## config.mk

```make
export PLATFORM = sky130hd
export DESIGN_NAME = qp_inv_link
export DESIGN_NICKNAME = d
export VERILOG_FILES = /design/src/rtl/qpl_pkg.sv /design/src/rtl/qpl_inv_enc.sv /design/src/rtl/qpl_tx.sv /design/src/rtl/qpl_rx_grp.sv /design/src/rtl/qpl_rx.sv /design/src/rtl/qp_inv_link.sv
export SDC_FILE = /design/constraint.sdc
export NUM_CORES = 2
export LEC_CHECK = 0
export ABC_AREA = 1
export ABC_CLOCK_PERIOD_IN_PS = 6910
export BUFFER_PORTS_ARGS = -buffer_cell sky130_fd_sc_hd__buf_2
export CORE_MARGIN = 2
export CORE_UTILIZATION = 55
export CTS_CLUSTER_SIZE = 20
export DETAILED_ROUTE_END_ITERATION = 8
export PLACE_DENSITY = 0.8
export SETUP_SLACK_MARGIN = 0.4
export SYNTH_ARGS = -nofsm -noshare
export SYNTH_HDL_FRONTEND = slang
export SYNTH_SLANG_ARGS = --single-unit
```

## constraint.sdc

```tcl
create_clock -name clk -period 6.91 [get_ports clk]
set_clock_uncertainty 0.05 [all_clocks]
set_input_delay 0 -clock clk [delete_from_list [all_inputs] [get_ports clk]]
set_output_delay 0 -clock clk [all_outputs]
set_load 0.03 [all_outputs]
```

## src/rtl/qpl_pkg.sv

```systemverilog
// Shared sizing for the quad-rate inverted link.
// Assumes four chunks per common period (the phase count is 2 bits wide).
package qpl_pkg;
    localparam int N_BEAT = 4;
    localparam int PH_W   = 2;
endpackage

```

## src/rtl/qpl_inv_enc.sv

```systemverilog
// Per-group encoder: picks the inversion from the count of logical ones and
// produces the wire levels, the flag and the parity of the wire levels.
// Assumes active-low signalling: a logical 1 is an electrical 0.
module qpl_inv_enc #(
    parameter int GRP_W = 16
) (
    input  logic [GRP_W-1:0] val_i,
    output logic [GRP_W-1:0] wire_o,
    output logic             inv_n_o,
    output logic             par_o
);
    localparam int CW      = $clog2(GRP_W + 1);
    localparam int INV_MIN = GRP_W / 2 + 1;

    logic [CW-1:0] ones;
    logic          do_inv;

    // Count the bits that would be driven low without inversion.
    always_comb begin
        ones = '0;
        for (int i = 0; i < GRP_W; i++) ones = ones + CW'(val_i[i]);
    end

    // Choose the polarity, then form the wire levels and their parity.
    always_comb begin
        do_inv  = (ones >= CW'(INV_MIN));
        wire_o  = do_inv ? val_i : ~val_i;
        inv_n_o = ~do_inv;
        par_o   = ^wire_o;
    end
endmodule

```

## src/rtl/qpl_tx.sv

```systemverilog
// Transmitter: holds one accepted line, launches it at the phase-3 edge and
// drives one chunk per fast cycle with per-group encoding and strobes.
// Assumes phase_i is a free-running count that is shared with the receiver.
module qpl_tx
    import qpl_pkg::*;
#(
    parameter int GRP_W = 16,
    parameter int N_GRP = 4
) (
    input  logic                            clk,
    input  logic                            rst_n,
    input  logic [PH_W-1:0]                 phase_i,
    input  logic                            start_i,
    input  logic [N_BEAT*N_GRP*GRP_W-1:0]   line_i,
    output logic                            ready_o,
    output logic [N_GRP*GRP_W-1:0]          d_n_o,
    output logic [N_GRP-1:0]                inv_n_o,
    output logic [N_GRP-1:0]                par_n_o,
    output logic [N_GRP-1:0]                stbp_n_o,
    output logic [N_GRP-1:0]                stbn_n_o,
    output logic                            rdy_n_o,
    output logic                            own_n_o
);
    localparam int BUS_W  = N_GRP * GRP_W;
    localparam int LINE_W = N_BEAT * BUS_W;

    logic              pend_q, act_q;
    logic [LINE_W-1:0] pend_line_q, line_q;
    logic [BUS_W-1:0]  chunk, enc_wire;
    logic [N_GRP-1:0]  enc_inv_n, enc_par;
    logic              at_edge;

    assign at_edge = (phase_i == PH_W'(N_BEAT - 1));

    // Take a line into the hold stage and move it to the driver at the edge.
    always_ff @(posedge clk) begin
        if (!rst_n) begin
            pend_q      <= 1'b0;
            act_q       <= 1'b0;
            pend_line_q <= '0;
            line_q      <= '0;
        end else begin
            if (start_i && !pend_q) begin
                pend_q      <= 1'b1;
                pend_line_q <= line_i;
            end
            if (at_edge) begin
                act_q <= pend_q;
                if (pend_q) begin
                    line_q <= pend_line_q;
                    pend_q <= 1'b0;
                end
            end
        end
    end

    // Pick the chunk that matches the current phase.
    always_comb chunk = line_q[phase_i*BUS_W +: BUS_W];

    generate
        for (genvar g = 0; g < N_GRP; g++) begin : g_enc
            qpl_inv_enc #(.GRP_W(GRP_W)) enc_i (
                .val_i   (chunk[g*GRP_W +: GRP_W]),
                .wire_o  (enc_wire[g*GRP_W +: GRP_W]),
                .inv_n_o (enc_inv_n[g]),
                .par_o   (enc_par[g])
            );
        end
    endgenerate

    // Drive the wires; all of them stay high when no chunk is valid.
    always_comb begin
        d_n_o    = act_q ? enc_wire  : '1;
        inv_n_o  = act_q ? enc_inv_n : '1;
        par_n_o  = act_q ? enc_par   : '1;
        stbp_n_o = {N_GRP{~(act_q && !phase_i[0])}};
        stbn_n_o = {N_GRP{~(act_q &&  phase_i[0])}};
        rdy_n_o  = ~act_q;
        own_n_o  = ~(act_q | pend_q);
        ready_o  = ~pend_q;
    end
endmodule

```

## src/rtl/qpl_rx_grp.sv

```systemverilog
// Receiver for one group: finds falling edges on both strobes and files even
// chunks from the positive strobe and odd chunks from the negative one.
// It decodes the inversion and checks parity per chunk. Assumes the data is
// stable in the cycle where the strobe is first seen low.
module qpl_rx_grp
    import qpl_pkg::*;
#(
    parameter int GRP_W = 16
) (
    input  logic                      clk,
    input  logic                      rst_n,
    input  logic [GRP_W-1:0]          d_n_i,
    input  logic                      inv_n_i,
    input  logic                      par_n_i,
    input  logic                      stbp_n_i,
    input  logic                      stbn_n_i,
    output logic [N_BEAT*GRP_W-1:0]   beats_o,
    output logic [N_BEAT-1:0]         perr_o,
    output logic                      done_o
);
    localparam int HALF = N_BEAT / 2;
    localparam int SW   = (HALF > 1) ? $clog2(HALF) : 1;
    localparam int BW   = SW + 1;

    logic                    stbp_q, stbn_q;
    logic [SW-1:0]           sel_p_q, sel_n_q;
    logic [N_BEAT*GRP_W-1:0] store_q;
    logic [N_BEAT-1:0]       perr_q;
    logic                    fall_p, fall_n, bad;
    logic [GRP_W-1:0]        dec;
    logic [BW-1:0]           slot_p, slot_n;

    // Find the edges, decode the chunk and test its parity.
    always_comb begin
        fall_p = stbp_q & ~stbp_n_i;
        fall_n = stbn_q & ~stbn_n_i;
        slot_p = {sel_p_q, 1'b0};
        slot_n = {sel_n_q, 1'b1};
        dec    = inv_n_i ? ~d_n_i : d_n_i;
        bad    = ((^d_n_i) != par_n_i);
        done_o = fall_n && (sel_n_q == SW'(HALF - 1));
    end

    // Track the strobe levels and store each captured chunk in its slot.
    always_ff @(posedge clk) begin
        if (!rst_n) begin
            stbp_q  <= 1'b1;
            stbn_q  <= 1'b1;
            sel_p_q <= '0;
            sel_n_q <= '0;
            store_q <= '0;
            perr_q  <= '0;
        end else begin
            stbp_q <= stbp_n_i;
            stbn_q <= stbn_n_i;
            if (fall_p) begin
                store_q[slot_p*GRP_W +: GRP_W] <= dec;
                perr_q[slot_p]                 <= bad;
                sel_p_q                        <= sel_p_q + 1'b1;
            end
            if (fall_n) begin
                store_q[slot_n*GRP_W +: GRP_W] <= dec;
                perr_q[slot_n]                 <= bad;
                sel_n_q                        <= sel_n_q + 1'b1;
            end
        end
    end

    // Present the stored chunks, with the final one taken live at completion.
    always_comb begin
        beats_o = store_q;
        perr_o  = perr_q;
        if (done_o) begin
            beats_o[(N_BEAT-1)*GRP_W +: GRP_W] = dec;
            perr_o[N_BEAT-1]                   = bad;
        end
    end
endmodule

```

## src/rtl/qpl_rx.sv

```systemverilog
// Receiver: one capture unit per group, then it assembles the line and holds
// it with rx_valid for one common period. Assumes all groups finish in the
// same cycle.
module qpl_rx
    import qpl_pkg::*;
#(
    parameter int GRP_W = 16,
    parameter int N_GRP = 4
) (
    input  logic                          clk,
    input  logic                          rst_n,
    input  logic [PH_W-1:0]               phase_i,
    input  logic [N_GRP*GRP_W-1:0]        d_n_i,
    input  logic [N_GRP-1:0]              inv_n_i,
    input  logic [N_GRP-1:0]              par_n_i,
    input  logic [N_GRP-1:0]              stbp_n_i,
    input  logic [N_GRP-1:0]              stbn_n_i,
    output logic [N_BEAT*N_GRP*GRP_W-1:0] line_o,
    output logic                          valid_o,
    output logic [N_BEAT-1:0]             perr_o
);
    localparam int BUS_W  = N_GRP * GRP_W;
    localparam int LINE_W = N_BEAT * BUS_W;

    logic [N_BEAT*GRP_W-1:0] grp_beats [N_GRP];
    logic [N_BEAT-1:0]       grp_perr  [N_GRP];
    logic [N_GRP-1:0]        grp_done;
    logic [LINE_W-1:0]       nxt_line;
    logic [N_BEAT-1:0]       nxt_perr;

    generate
        for (genvar g = 0; g < N_GRP; g++) begin : g_grp
            qpl_rx_grp #(.GRP_W(GRP_W)) grp_i (
                .clk      (clk),
                .rst_n    (rst_n),
                .d_n_i    (d_n_i[g*GRP_W +: GRP_W]),
                .inv_n_i  (inv_n_i[g]),
                .par_n_i  (par_n_i[g]),
                .stbp_n_i (stbp_n_i[g]),
                .stbn_n_i (stbn_n_i[g]),
                .beats_o  (grp_beats[g]),
                .perr_o   (grp_perr[g]),
                .done_o   (grp_done[g])
            );
        end
    endgenerate

    // Interleave the group chunks back into line order and merge the errors.
    always_comb begin
        nxt_line = '0;
        nxt_perr = '0;
        for (int b = 0; b < N_BEAT; b++) begin
            for (int g = 0; g < N_GRP; g++) begin
                nxt_line[b*BUS_W + g*GRP_W +: GRP_W] = grp_beats[g][b*GRP_W +: GRP_W];
                nxt_perr[b] = nxt_perr[b] | grp_perr[g][b];
            end
        end
    end

    // Load the result on completion and drop valid at the end of the period.
    always_ff @(posedge clk) begin
        if (!rst_n) begin
            line_o  <= '0;
            perr_o  <= '0;
            valid_o <= 1'b0;
        end else if (&grp_done) begin
            line_o  <= nxt_line;
            perr_o  <= nxt_perr;
            valid_o <= 1'b1;
        end else if (phase_i == PH_W'(N_BEAT - 1)) begin
            valid_o <= 1'b0;
        end
    end
endmodule

```

## src/rtl/qp_inv_link.sv

```systemverilog
// Top: a shared phase count that marks the common periods, the transmitter
// and the receiver. The bus is looped back outside the block.
module qp_inv_link
    import qpl_pkg::*;
#(
    parameter int GRP_W = 16,
    parameter int N_GRP = 4
) (
    input  logic                          clk,
    input  logic                          rst_n,
    input  logic                          tx_start,
    input  logic [N_BEAT*N_GRP*GRP_W-1:0] tx_line,
    output logic                          tx_ready,
    output logic [N_GRP*GRP_W-1:0]        bus_d_n_o,
    output logic [N_GRP-1:0]              bus_inv_n_o,
    output logic [N_GRP-1:0]              bus_par_n_o,
    output logic [N_GRP-1:0]              bus_stbp_n_o,
    output logic [N_GRP-1:0]              bus_stbn_n_o,
    output logic                          bus_rdy_n_o,
    output logic                          bus_own_n_o,
    input  logic [N_GRP*GRP_W-1:0]        bus_d_n_i,
    input  logic [N_GRP-1:0]              bus_inv_n_i,
    input  logic [N_GRP-1:0]              bus_par_n_i,
    input  logic [N_GRP-1:0]              bus_stbp_n_i,
    input  logic [N_GRP-1:0]              bus_stbn_n_i,
    output logic [N_BEAT*N_GRP*GRP_W-1:0] rx_line,
    output logic                          rx_valid,
    output logic [N_BEAT-1:0]             rx_perr
);
    logic [PH_W-1:0] phase_q;

    // Free-running phase count; phase 3 closes a common period.
    always_ff @(posedge clk) begin
        if (!rst_n) phase_q <= '0;
        else        phase_q <= phase_q + 1'b1;
    end

    qpl_tx #(.GRP_W(GRP_W), .N_GRP(N_GRP)) tx_i (
        .clk      (clk),
        .rst_n    (rst_n),
        .phase_i  (phase_q),
        .start_i  (tx_start),
        .line_i   (tx_line),
        .ready_o  (tx_ready),
        .d_n_o    (bus_d_n_o),
        .inv_n_o  (bus_inv_n_o),
        .par_n_o  (bus_par_n_o),
        .stbp_n_o (bus_stbp_n_o),
        .stbn_n_o (bus_stbn_n_o),
        .rdy_n_o  (bus_rdy_n_o),
        .own_n_o  (bus_own_n_o)
    );

    qpl_rx #(.GRP_W(GRP_W), .N_GRP(N_GRP)) rx_i (
        .clk      (clk),
        .rst_n    (rst_n),
        .phase_i  (phase_q),
        .d_n_i    (bus_d_n_i),
        .inv_n_i  (bus_inv_n_i),
        .par_n_i  (bus_par_n_i),
        .stbp_n_i (bus_stbp_n_i),
        .stbn_n_i (bus_stbn_n_i),
        .line_o   (rx_line),
        .valid_o  (rx_valid),
        .perr_o   (rx_perr)
    );
endmodule

```

==> key figures <==
Die
  • Die outline height: 282.8 microns
  • Io pins: 683
  • Initial Util: 55.38%
  • Die X: 282.8 microns
  • Placeable Area: 77210 sq um
  • Die area: 79990 sq um
  • Row count: 102

Synthesis
  • EDFF count, synth: 0
  • Yosys warning total: 0
  • Cell variety after synth: 35
  • Gate Count Post-Synth: 5626
  • Ys async rst share: 0%
  • Flops & latches, synth: 1065
  • Post-synthesis average cell area: 7.600 sq um
  • Sequential share of the synthesized area: 49.86%
  • Top FF cell, synth: dfxtp_1
  • Post-synthesis cell area: 42760 sq um
  • Post-synth net total: 6030

CTS
  • CTS H-tree lvls: 3
  • Clock Tree Buf Depth: 3
  • CTS Buf Count: 105
  • Root Driver: clkbuf_16
  • Total setup buffers inserted after CTS: 0
  • Clock insertion delay at the later pin of the skew report: 0.67 ns
  • Clock sink count: 1065
  • CTS clk-pin slew, worst paths: 0.06 ns
  • CTS tree: yes

Timing
  • Final min period: 6.482 ns
  • Slew Viols, Final: 0
  • Period utilization: 93.81%
  • Final hold slack: 0.05827 ns
  • Setup TNS: 0 ns
  • Fmax: 154.3 MHz
  • RSZ-0062 raised after global routing: yes
  • Fin. Hold Viols: 0
  • Final setup violation count: 0
  • Slew @ Worst Pin: 1.160 ns
  • Slew margin rel.: 22.59%

Routing
  • DRT Pass-1 Iters: 8
  • Drt initial violations: 4007
  • Vias per std cell: 5.603
  • Drt drc: 0
  • Overall routed net length: 153600 microns
  • Final ANT Viol Nets: 0
  • Drt wl/cell: 20.29 microns
  • Via count: 42410

Global routing
  • Global-route wire length before repair: 228000 microns
  • Largest net degree at the start of global routing: 226
  • Met1 Use GR: 44.27%
  • Initial antenna violation count: 20
  • Top Usage Layer GRT: met2
  • Tot GR Track Use: 36.96%
  • Grt met2 use: 58.54%
  • GRT Residual Overflow: 0
  • Met3 GRT Util: 8.208%
  • Vias in the first global route: 40060

Outcome
  • Status: finished clean

Power and ir drop
  • Leak: 23.59 nW
  • Pwr dens: 282.9 nW/um^2
  • Peak supply drop: 0.0002516 V

Critical path
  • Required @ worst endpoint: 6.86 ns
  • Crit end category: output pin
  • Crit-path slowest cell: fa_1
  • Worst reg2reg path depth: 6
  • Crit path launch type: flip-flop
  • CP cell instances: inv_6, buf_12, buf_4, nand2_1, nand3_1, nand2_1, fa_1, inv_1, fa_1, fa_1, inv_1, fa_1, inv_1, ha_1, inv_1, fa_1, inv_1, o31ai_1, nand2_2, or2_2, nand3_1, buf_2
  • CP Class: reg -> out
  • CP max stage delay: 0.55 ns
  • Crit-path max FO: 41
  • WP data arrival: 6.43 ns

Finish
  • Final nets: 6831
  • Syn-to-layout area delta: 25.51%
  • Layout cell share with drive strength beyond 1: 15.19%
  • Filler instances: 6108
  • Storage cell area: 21330 sq um
  • Multi-input gate area: 18750 sq um

Worst hold path
  • Hold Path Cell Cnt: 4
  • Class of the worst hold path: in -> reg

Place
  • Routability Congestion: 0.9971
  • IO Port Bufs: 682
  • HPWL Detailed: 100500 microns

Run
  • Max Cap Viol: 0
==> metrics by stage <==
stage / std cells / power [mW] / worst slack (ns) / cell area [sq um] / util [%]
5_1_grt: 7562 / 15.82 / 0.2382 / 53650 / 69.48
4_1_cts: 7551 / 15.15 / 0.4594 / 53580 / 69.39
6_report: 7569 / 15.18 / 0.4279 / 53670 / 69.50
3_5_place_dp: 6989 / 9.002 / 0.8435 / 46170 / 59.79
3_3_place_gp: 6989 / 8.949 / 1.002 / 46170 / 59.79
2_1_floorplan: 5626 / 8.322 / 1.354 / 42760 / -
==> Yosys cell counts (13+ instances only) <==
| master | instances | area (sq um) |
|---|---|---|
| inv_1 | 259 | 972.2 |
| nor2_1 | 1425 | 5349 |
| o22ai_1 | 72 | 450.4 |
| fa_1 | 40 | 800.8 |
| buf_2 | 65 | 325.3 |
| nand2_2 | 13 | 81.33 |
| nand2_1 | 673 | 2526 |
| a211oi_2 | 18 | 225.2 |
| o21ai_0 | 945 | 4730 |
| a211oi_1 | 48 | 360.4 |
| buf_6 | 16 | 180.2 |
| nand3_1 | 183 | 915.9 |
| a21oi_1 | 257 | 1286 |
| clkbuf_1 | 294 | 1104 |
| inv_2 | 15 | 56.30 |
| xnor2_1 | 93 | 814.5 |
| xor2_1 | 29 | 254.0 |
| buf_4 | 13 | 97.59 |
| dfxtp_1 | 1065 | 21320 |
| ha_1 | 25 | 312.8 |
==> per-layer routing <==
| metal | wire, microns | part of all wire, % |
|---|---|---|
| met5 | 98 | 0.064 |
| met4 | 12500 | 8.1 |
| met3 | 13390 | 8.7 |
| met2 | 69290 | 45 |
| met1 | 58310 | 38 |
==> final timing paths <==
kind                                                       from                    endpoint  slack [ns]
worst max-delay path                                 phase_q[0]                bus_d_n_o[0]        0.43
worst min-delay path                            bus_stbn_n_i[2]  rx_i.g_grp[2].grp_i.stbn_q        0.06
worst max register to register                      tx_i.pend_q       tx_i.pend_line_q[226]        3.58
worst min register to register  rx_i.g_grp[2].grp_i.store_q[40]            rx_i.line_o[168]        0.40
==> power breakdown <==
| group | switching [mW] | total, mW | internal, mW | leakage (nW) |
|---|---|---|---|---|
| clock | 2.53 | 6.04 | 3.52 | 1.80 |
| sequential | 0.154 | 6.57 | 6.42 | 8.69 |
| combinational | 1.60 | 2.57 | 0.965 | 13.1 |
==> sequential cells by signal, indices dropped and copies added, names as in the netlist <==
signal	flops
rx_i.g_grp.grp_i.store_q	256
rx_i.line_o	256
tx_i.line_q	256
tx_i.pend_line_q	256
rx_i.g_grp.grp_i.perr_q	16
rx_i.g_grp.grp_i.sel_n_q	4
rx_i.g_grp.grp_i.sel_p_q	4
rx_i.g_grp.grp_i.stbn_q	4
rx_i.g_grp.grp_i.stbp_q	4
rx_i.perr_o	4
phase_q	2
rx_i.valid_o	1
tx_i.act_q	1
tx_i.pend_q	1
==> cells in the final DEF, fill, tap and decap left out, types with 8 or more instances in the layout <==
cell           count
clkbuf_8          17
o21ai_1           11
a21oi_1          257
dlygate4sd3_1    370
nand4_1           10
buf_4             34
diode_2           17
clkbuf_16        106
or2_2              9
o22ai_1           69
fa_1              40
nand3_1          183
o21ai_0          945
clkbuf_1          19
inv_2             12
bufinv_16         13
nor2_1          1417
dfxtp_1         1062
nand2_2           16
xnor2_1           93
clkinv_2          23
inv_1            255
a211oi_2          18
xor2_1            29
ha_1              25
buf_2            681
nor2_2             8
nand2_1          669
a211oi_1          48
==> critical path: cells and delay by family (launching register included) <==
| family | cells | cell delay (ns) |
|---|---|---|
| AO/OA/AOI/OAI | 1 | 0.40 |
| AND/OR/NAND/NOR | 6 | 1.02 |
| buffers and inverters | 9 | 1.29 |
| flip-flops | 1 | 0.39 |
| adder cells (fa/ha/maj) | 6 | 2.68 |
==> cell type report <==
type	instances	area share, %
inverters	274	1.975
repair buffers	1092	13.98
clock buffers	142	5.512
well taps	1040	2.425
diodes	17	0.07927
flip-flops and latches	1065	39.74
clock inverters	50	1.355
multi-input cells	3889	34.93
==> kinds of logic (layout without fill, tap and decap cells) <==
kind of cell	count (synthesis)	in the layout	synth area share, %
and+or+nand+nor	2326	2327	21.25
buffers and inverters	673	1558	6.493
other	0	17	0
xor gates and xnor gates	134	134	2.955
DFF	1065	1065	49.86
AOI/OAI and AO/OA	1363	1363	16.83
adders and majority gates	65	65	2.604
==> timing repair <==
item                                    4_1_cts  5_1_grt
pin swaps                                     0        1
hold buffers                                370        0
resized for setup                             7        8
hold endpoints to repair                    637        0
endpoints found under the setup margin       42       49
cloned                                        0        1
No activity file was read; power rests on OpenSTA's default activity.
